--- config.mk ---
export PLATFORM = sky130hd
export DESIGN_NAME = hall_deglitch
export DESIGN_NICKNAME = d
export VERILOG_FILES = /design/src/rtl/hall_deglitch.sv
export SDC_FILE = /design/constraint.sdc
export NUM_CORES = 1
export LEC_CHECK = 0
export ABC_AREA = 1
export CAP_MARGIN = 30
export CORE_ASPECT_RATIO = 1.5
export CORE_UTILIZATION = 51
export DETAILED_ROUTE_END_ITERATION = 7
export GPL_TIMING_DRIVEN = 1
export HOLD_SLACK_MARGIN = 0.06
export PLACE_DENSITY = 0.71
export SETUP_SLACK_MARGIN = 0.15
export SYNTH_ARGS = -nofsm -noshare
export SYNTH_HDL_FRONTEND = slang
export SYNTH_SLANG_ARGS = --single-unit
--- constraint.sdc ---
create_clock -name clk -period 2.15 [get_ports clk]
set_input_delay 0.43 -clock clk [delete_from_list [all_inputs] [get_ports clk]]
set_output_delay 0.43 -clock clk [all_outputs]
set_load 0.03 [all_outputs]
--- src/rtl/hall_deglitch.sv ---
module hall_deglitch #(
  parameter int CNT_W      = 12,
  parameter int EL_SAT     = 2000,
  parameter int HALL_SHIFT = 2,
  parameter int ZC_SHIFT   = 5,
  parameter int ZC_W       = CNT_W + 3
) (
  input  logic             clk,
  input  logic             rst,
  input  logic             hall_u,
  input  logic             hall_v,
  input  logic             hall_w,
  input  logic             dir_fwd,
  input  logic             run_en,
  output logic [2:0]       pos_filt,
  output logic             zc_pulse,
  output logic             fg,
  output logic             dm,
  output logic             start_req,
  output logic [CNT_W-1:0] filt_time
);

  localparam logic [CNT_W-1:0] SAT_C   = CNT_W'(EL_SAT);
  localparam logic [CNT_W-1:0] SAT_M1  = CNT_W'(EL_SAT - 1);
  localparam logic [CNT_W-1:0] FT_INIT = CNT_W'(EL_SAT >> HALL_SHIFT);
  localparam logic [2:0]       BAD     = 3'd7;

  typedef enum logic [1:0] {PH_IDLE, PH_FIRST, PH_HALL, PH_ZC} phase_t;

  function automatic logic [2:0] to_sector(input logic [2:0] c);
    case (c)
      3'b100:  to_sector = 3'd0;
      3'b110:  to_sector = 3'd1;
      3'b010:  to_sector = 3'd2;
      3'b011:  to_sector = 3'd3;
      3'b001:  to_sector = 3'd4;
      3'b101:  to_sector = 3'd5;
      default: to_sector = BAD;
    endcase
  endfunction

  logic [2:0]       filt_q, prev_q;
  logic [CNT_W-1:0] cnt_q, ftime_q, el_c_q;
  logic [ZC_W-1:0]  el_z_q;
  phase_t           phase_q;
  logic             zc_q, fg_q, dm_q, start_q, run_q;

  logic [2:0]      raw, raw_sec, filt_sec, sec_next, sec_prev;
  logic            diff, fresh, take, comm, u_rise, u_edge, matched, rel, stall;
  logic [ZC_W-1:0] zc_div;

  assign raw      = {hall_u, hall_v, hall_w};
  assign raw_sec  = to_sector(raw);
  assign filt_sec = to_sector(filt_q);
  assign sec_next = (filt_sec == 3'd5) ? 3'd0 : filt_sec + 3'd1;
  assign sec_prev = (filt_sec == 3'd0) ? 3'd5 : filt_sec - 3'd1;

  assign diff    = raw != filt_q;
  assign fresh   = raw != prev_q;
  assign take    = diff && !fresh && (cnt_q >= ftime_q);
  assign comm    = take && (raw_sec != BAD) && (filt_sec != BAD);
  assign u_edge  = comm && (raw[2] != filt_q[2]);
  assign u_rise  = u_edge && raw[2];
  assign matched = dir_fwd ? (raw_sec == sec_next) : (raw_sec == sec_prev);
  assign rel     = run_en && !run_q;
  assign stall   = !comm && (el_c_q == SAT_M1);
  assign zc_div  = el_z_q >> ZC_SHIFT;

  always_ff @(posedge clk) begin
    if (rst) begin
      filt_q  <= 3'b000;
      prev_q  <= 3'b000;
      cnt_q   <= '0;
      run_q   <= 1'b0;
      zc_q    <= 1'b0;
      fg_q    <= 1'b0;
      dm_q    <= 1'b1;
    end else begin
      prev_q <= raw;
      run_q  <= run_en;
      if (!diff || fresh || take) cnt_q <= '0;
      else if (cnt_q != '1)       cnt_q <= cnt_q + 1'b1;
      if (take) filt_q <= raw;
      zc_q <= rel || u_rise;
      if (u_edge) fg_q <= !fg_q;
      if (rel)       dm_q <= 1'b0;
      else if (comm) dm_q <= matched;
    end
  end

  always_ff @(posedge clk) begin
    if (rst) begin
      el_c_q  <= '0;
      el_z_q  <= '0;
      ftime_q <= FT_INIT;
      phase_q <= PH_IDLE;
      start_q <= 1'b0;
    end else begin
      start_q <= 1'b0;
      if (comm)                el_c_q <= CNT_W'(1);
      else if (el_c_q != SAT_C) el_c_q <= el_c_q + 1'b1;
      if (u_rise)              el_z_q <= ZC_W'(1);
      else if (el_z_q != '1)   el_z_q <= el_z_q + 1'b1;
      if (stall) begin
        start_q <= 1'b1;
        phase_q <= PH_IDLE;
        ftime_q <= FT_INIT;
      end else begin
        case (phase_q)
          PH_IDLE:  if (comm) phase_q <= PH_FIRST;
          PH_FIRST: if (comm) begin
                      ftime_q <= el_c_q >> HALL_SHIFT;
                      phase_q <= PH_HALL;
                    end
          PH_HALL:  if (u_rise) phase_q <= PH_ZC;
          default:  if (u_rise) ftime_q <= zc_div[CNT_W-1:0];
        endcase
      end
    end
  end

  assign pos_filt  = filt_sec;
  assign zc_pulse  = zc_q;
  assign fg        = fg_q;
  assign dm        = dm_q;
  assign start_req = start_q;
  assign filt_time = ftime_q;

  assert_hold_R2: assert property (@(posedge clk) disable iff (rst)
    !$stable(filt_q) |-> $past(cnt_q >= ftime_q));

  assert_start_pulse_R5: assert property (@(posedge clk) disable iff (rst)
    start_q |=> !start_q);

  assert_el_sat_R5: assert property (@(posedge clk) disable iff (rst)
    el_c_q <= SAT_C);

  assert_fg_follows_R7: assert property (@(posedge clk) disable iff (rst)
    !$stable(fg_q) |-> !$stable(filt_q));

  assert_release_R9: assert property (@(posedge clk) disable iff (rst)
    $rose(run_en) |=> (zc_q && !dm_q));

endmodule

* Word-level counts from Yosys, hierarchy flattened *
Index checks and enable logic that the tools add are counted.

operators by class
  shift operators = 0
  reduce and logical (&&, ||, !) cells = 30
  multipliers = 0
  add/sub/neg operators = 5
  mux-type cells = 19
  equality and inequality tests = 29
  $lt $le $gt $ge = 1
  bitwise gates (word level) = 1
  divide/modulo/power cells = 0

operator list
  cell                                                   count
  one-hot mux 3 bit (6 select lines)                     2
  adder 12 x 1 -> 12 bit, second input constant          2
  2-to-1 mux 12 bit                                      2
  one-hot mux 12 bit (2 select lines)                    1
  equality test 3 bit, second input constant             7
  adder 15 x 1 -> 15 bit, second input constant          1
  != test 15 bit, second input constant                  1
  equality test 12 x 11 -> 1 bit, second input constant  1
  equality test 3 x 2 -> 1 bit, second input constant    4
  >= comparator 12 bit                                   1
  != test 12 x 11 -> 1 bit, second input constant        1
  != test 12 bit, second input constant                  1
  OR reduction 2 bit                                     5
  logical AND 1 bit                                      8
  2-to-1 mux 1 bit                                       8
  nonzero test 2 bit                                     4
  equality test 3 x 1 -> 1 bit, second input constant    2
  equality test 3 bit                                    2
  2-to-1 mux 2 bit                                       3
  2-to-1 mux 3 bit                                       2
  != test 2 bit, second input constant                   3
  != test 3 bit                                          2
  != test 3 bit, second input constant                   2
  one-hot mux 2 bit (3 select lines)                     1
  other kinds (13)                                       19

word-level totals
  input port bits = 7
  latch bits = 0
  word-level logic and storage cells = 99
  register bits = 64
  memory bits (read-only) = 0
  memories = 0
  memory bits (writable) = 0
  output and inout port bits = 19

* Depth between registers and ports, before layout *
Gate-level depths: netlist of the first run.

  word-level depth = 10
  depth in mapped cells = 15
  mapped depth without buffers = 14

* Worst setup path before layout of the first run *
OpenSTA, ideal clock, no wires.

  kind = reg-to-reg
  from = register ftime_q[7], in the netlist filt_time[7]
  to = register ftime_q[6], in the netlist filt_time[6]
  stages on the path, launching flop included = 15
  path slack = 181 ps
  library setup time = 127 ps
  path buffers = 1
  data required time = 2023 ps
  arrival = 1842 ps
  cell sequence = dfxtp_1 inv_1 ha_1 nand2_1 inv_1 nand3_1 nor2_1 nand2_1 nand2_1 nand3_4 clkinv_4 nand2_4 buf_6 nand2_1 nand3_1

on the way
  word-level cells in the longest chain between the ends = 8
  elaborated cells on any way between the ends = 12

ends and longest elaborated chain
  what                                 RTL line  text
  start, declared                      43        logic [CNT_W-1:0] cnt_q, ftime_q, el_c_q;
  start signal, assigned               112       ftime_q <= el_c_q >> HALL_SHIFT;
  start signal, assigned               116       default: if (u_rise) ftime_q <= zc_div[CNT_W-1:0];
  >= comparator 12 bit (*)             60        assign take = diff && !fresh && (cnt_q >= ftime_q);
  logical AND 1 bit (*)                60
  logical AND 1 bit (*) (2 in series)  61        assign comm = take && (raw_sec != BAD) && (filt_sec != BAD);
  logical AND 1 bit                    62        assign u_edge = comm && (raw[2] != filt_q[2]);
  logical AND 1 bit                    63        assign u_rise = u_edge && raw[2];
  nonzero test 2 bit (no line)         n/a
  AND reduction 3 bit (no line)        n/a

Mark *: on every way between the ends. The rest lies on a longest branch, timed or not.
A chain may end at the register's enable or synchronous reset.

* Worst setup path after layout of the first run *
  from = register ftime_q[9], in the netlist filt_time[9]
  to = register ftime_q[0], in the netlist filt_time[0]

The elaborated chain is that of the path after synthesis.

==> results.md, run 1 <==
| Item | This run |
|---|---|
| Worst path bufs/invs | 2 |
| Outcome | completed |
| Routed via count | 3314 |
| Min setup slack post-route | 0.1631 ns |
| Fill cells | 544 |
| Post-Synthesis Mean Instance Area | 7.167 µm² |
| Total iterations of the first detailed-routing run | 4 |
| First DRT Iteration DRCs | 138 |
| Setup-failing EPs final | 0 |
| Antenna violations before repair | 0 |
| Setup Slack @ Placement | -0.1781 ns |
| Reg-to-reg startpoint | filt_time[9] |
| Most instantiated cells after synthesis | 101 x sky130_fd_sc_hd__nand2_1, 67 x sky130_fd_sc_hd__inv_1, 62 x sky130_fd_sc_hd__dfxtp_1, 46 x sky130_fd_sc_hd__nor2_1, 33 x sky130_fd_sc_hd__a21oi_1 |
| Number of flops mapped to enable cells by yosys | 0 |
| Worst setup startpoint | filt_time[9] |
| Final hold violation count | 0 |
| Maximum vdd drop | 0.0004797 V |
| Routed Antenna Nets | 0 |
| Worst reg-to-reg path cell count | 11 |
| Worst hold-check path type | reg -> reg |
| Startpoint class of the critical path | register |
| Area of the placeable core | 6486 µm² |
| Skew-Pair Late Insertion Delay | 0.35 ns |
| Count of maximum capacitance violations | 0 |
| Area Growth Syn to Fin | 29.62% |
| Async set or reset register ratio after synthesis | 0% |
| Tightest hold margin | 0.4723 ns |
| Final critical delay including setup and external delays | 1.987 ns |
| Vias in the first global route | 3011 |
| Share of final-layout standard cells stronger than drive strength 1 | 20.61% |
| Setup repair after global routing missed its margin | true |
| Worst setup path category | reg -> reg |
| Most instantiated flip-flop cell in the synthesis netlist | sky130_fd_sc_hd__dfxtp_1 |
| Worst r2r dst | filt_time[0] |
| Highest cell delay on the worst timing path | 0.34 ns |
| Critical path data required time | 2.44 ns |
| Max-slew violations | 0 |
| Detail-routed via count per cell | 5.269 |
| IO Pins | 26 |
| Wire per inst | 13.51 µm |
| Worst-case clock buffer depth | 2 |
| Die Span X | 68.92 µm |
| Total detailed-routing wirelength | 8496 µm |
| Std-Cell Rows | 36 |
| Wire length of the first global-routing pass | 12460 µm |
| Total of buffers placed on input and output ports | 23 |
| Clock Root Buffer | sky130_fd_sc_hd__clkbuf_8 |
| Critical path endpoint | filt_time[0] |
| Synth area leaders | sky130_fd_sc_hd__dfxtp_1 36%, sky130_fd_sc_hd__nand2_1 11%, sky130_fd_sc_hd__inv_1 7.3%, sky130_fd_sc_hd__ha_1 7.3%, sky130_fd_sc_hd__nor2_1 5.0% |
| Worst setup EP type | register |
| Crit path DAT | 2.27 ns |
| Yosys synthesis warning count | 0 |
| Initial standard-cell utilization of the core | 52.82% |
| Die height | 102.4 µm |
| Global route overflow | 0 |
| CP max stage cell | sky130_fd_sc_hd__dfxtp_1 |
| Global-route usage over all layers | 24.23% |
| Area of the die | 7056 µm² |
| Pin count of the biggest net entering global routing | 15 |
| Ant. Diodes | 0 |
| FF+latch count, synth | 62 |
| Clock tree from TritonCTS | built |
| H-tree level count | 3 |
| Count of cell instances traversed by the critical path | 11 |
| Flop2flop setup slack | 0.16 ns |
| Clock slew seen by the registers of the worst setup and hold paths | 0.07 ns |
| Mapped cell area | 3426 µm² |
| Maximum achievable frequency | 503.3 MHz |
| Number of design rule violations left after detail routing | 0 |
| Cell taking the most area after synthesis | sky130_fd_sc_hd__dfxtp_1 |
| Number of nets in the layout | 575 |
| Number of library cell types mapped by synthesis | 35 |
| Largest fanout on the critical path | 5 |
| DP Wirelength | 5930 µm |
| Number of CTS-inserted buffers | 9 |
| Routability cong. | 0.8782 |
| Critical path's top delay family | simple AND/OR/NAND/NOR gates |
| PwrDens | 612.0 nW/µm² |
| Static leakage | 0.001896 µW |
| Area share of the largest cell type after synthesis | 36.23% |
| Hold Crit Depth | 2 |
| Share of the cycle needed by the critical path after routing | 92.42% |
| Most frequently used cell type in the post-synthesis netlist | sky130_fd_sc_hd__nand2_1 |
| Sequential-to-total area share from yosys stat | 36.23% |
| Sequence of cells on the critical path | inv_1 -> ha_4 -> nand3_1 -> nor2_2 -> nand2_2 -> nand2_4 -> nand3_4 -> buf_12 -> a21oi_4 -> o21ai_1 -> a21oi_1 |
| Worst Clk Skew | 0.007988 ns |
| Clock Sink Count | 62 |
| Number of instances in the synthesized netlist | 478 |
## power by group
| group | switching [µW] | internal [µW] | total [µW] |
|---|---|---|---|
| clock | 440 | 439 | 878 |
| sequential | 43.6 | 1190 | 1230 |
| combinational | 347 | 258 | 605 |
## area by class of cell
type / instances / area [µm²] / area share, %
Clock buffer: 11 / 141.4 / 3.184
Timing Repair Buffer: 67 / 640.6 / 14.43
Clock inverter: 5 / 25.02 / 0.5635
Tap cell: 76 / 95.09 / 2.141
Sequential cell: 62 / 1249 / 28.12
Inverter: 70 / 267.8 / 6.030
Multi-Input combinational cell: 338 / 2022 / 45.53
## routing by layer
metal / vias to the layer above / wire length (µm) / GRT usage, %
li1: 1693 / - / -
met1: 1530 / 3319 / 23.74
met2: 66 / 4556 / 44.06
met3: 25 / 259 / 4.576
met4: 0 / 360 / 16.17
met5: - / 0 / 0
## layout by cell type, fill, tap and decap left out, types with 6 or more instances in the layout
cell type                         instances
sky130_fd_sc_hd__a21oi_1                 29
sky130_fd_sc_hd__a31oi_1                  6
sky130_fd_sc_hd__buf_4                   38
sky130_fd_sc_hd__clkbuf_8                10
sky130_fd_sc_hd__clkdlybuf4s50_1         17
sky130_fd_sc_hd__dfxtp_1                 56
sky130_fd_sc_hd__dfxtp_2                  6
sky130_fd_sc_hd__ha_1                    17
sky130_fd_sc_hd__inv_1                   63
sky130_fd_sc_hd__inv_2                    6
sky130_fd_sc_hd__nand2_1                 95
sky130_fd_sc_hd__nand3_1                 30
sky130_fd_sc_hd__nand4_1                 10
sky130_fd_sc_hd__nor2_1                  44
sky130_fd_sc_hd__nor3_1                  14
sky130_fd_sc_hd__o21ai_0                 17
sky130_fd_sc_hd__or2_2                    7
sky130_fd_sc_hd__xnor2_1                  9
sky130_fd_sc_hd__xor2_1                  12
## worst register-to-register path: cells and delay by family (launching register included)
kind                     cells  cell delay [ns]
flip-flops                   1             0.34
adder cells (fa/ha/maj)      1             0.28
AO/OA/AOI/OAI                3             0.42
buffers and inverters        2             0.27
AND/OR/NAND/NOR              5             0.61
## kinds of logic after synthesis
kind of cell    after synthesis  share of synthesized area, %
buf+inv                      81                         9.788
compound gates               76                         13.04
mux                           1                        0.3287
other cells                   1                        0.1095
fa+ha+maj                    20                         7.305
xor+xnor                     21                         5.369
flops                        62                         36.23
simple gates                216                         27.83
## state kept, by name, indices dropped and copies added (netlist names)
name and count:
zc_pulse 1, start_req 1, prev_q 3, cnt_q 12, phase_q 2, run_q 1
el_z_q 15, filt_q 3, fg 1, dm 1, filt_time 10, el_c_q 12
## stage by stage
stage | util [%] | std cells | total power, µW | TNS (ns) | instance area (µm²)
floorplan | - | 480 | 1642 | 0 | 3433
global placement | 60.76 | 598 | 1784 | -1.297 | 3941
detailed placement | 60.76 | 598 | 1801 | -3.343 | 3941
CTS | 63.41 | 614 | 2676 | 0 | 4113
global route | 68.46 | 629 | 2844 | 0 | 4441
finish | 68.46 | 629 | 2718 | 0 | 4441
## what timing repair did
action	in CTS	in global routing
resized for setup	7	44
gates cloned	0	3
setup endpoints to repair	30	45
pin swaps	0	14
buffers inserted	0	12
hold buffers	0	0
## worst min-delay path by stage
| stage | start | to | slack (ns) |
|---|---|---|---|
| 2_1_floorplan | el_c_q[9] | el_c_q[9] | 0.45 |
| 3_3_place_gp | fg | fg | 0.45 |
| 3_5_place_dp | fg | fg | 0.46 |
| 4_1_cts | fg | fg | 0.47 |
| 5_1_grt | filt_time[0] | filt_time[0] | 0.49 |
| 6_report | fg | fg | 0.47 |
Note: power is estimated with default switching activity, not from simulation.
==> run 2, diff against run 1 <==
--- a/config.mk
+++ b/config.mk
@@ -11,7 +11,7 @@
 export CORE_UTILIZATION = 51
 export DETAILED_ROUTE_END_ITERATION = 7
 export GPL_TIMING_DRIVEN = 1
-export HOLD_SLACK_MARGIN = 0.06
+export HOLD_SLACK_MARGIN = 0.1
 export PLACE_DENSITY = 0.71
 export SETUP_SLACK_MARGIN = 0.15
 export SYNTH_ARGS = -nofsm -noshare
==> results of run 2 <==
The final DEF is identical to that of run 1; final timing and power are the same.
==> run 3, diff against run 2 <==
--- a/config.mk
+++ b/config.mk
@@ -17,3 +17,4 @@
 export SYNTH_ARGS = -nofsm -noshare
 export SYNTH_HDL_FRONTEND = slang
 export SYNTH_SLANG_ARGS = --single-unit
+export TNS_END_PERCENT = 100
==> results of run 3 <==
The final DEF is identical to that of run 1; final timing and power are the same.
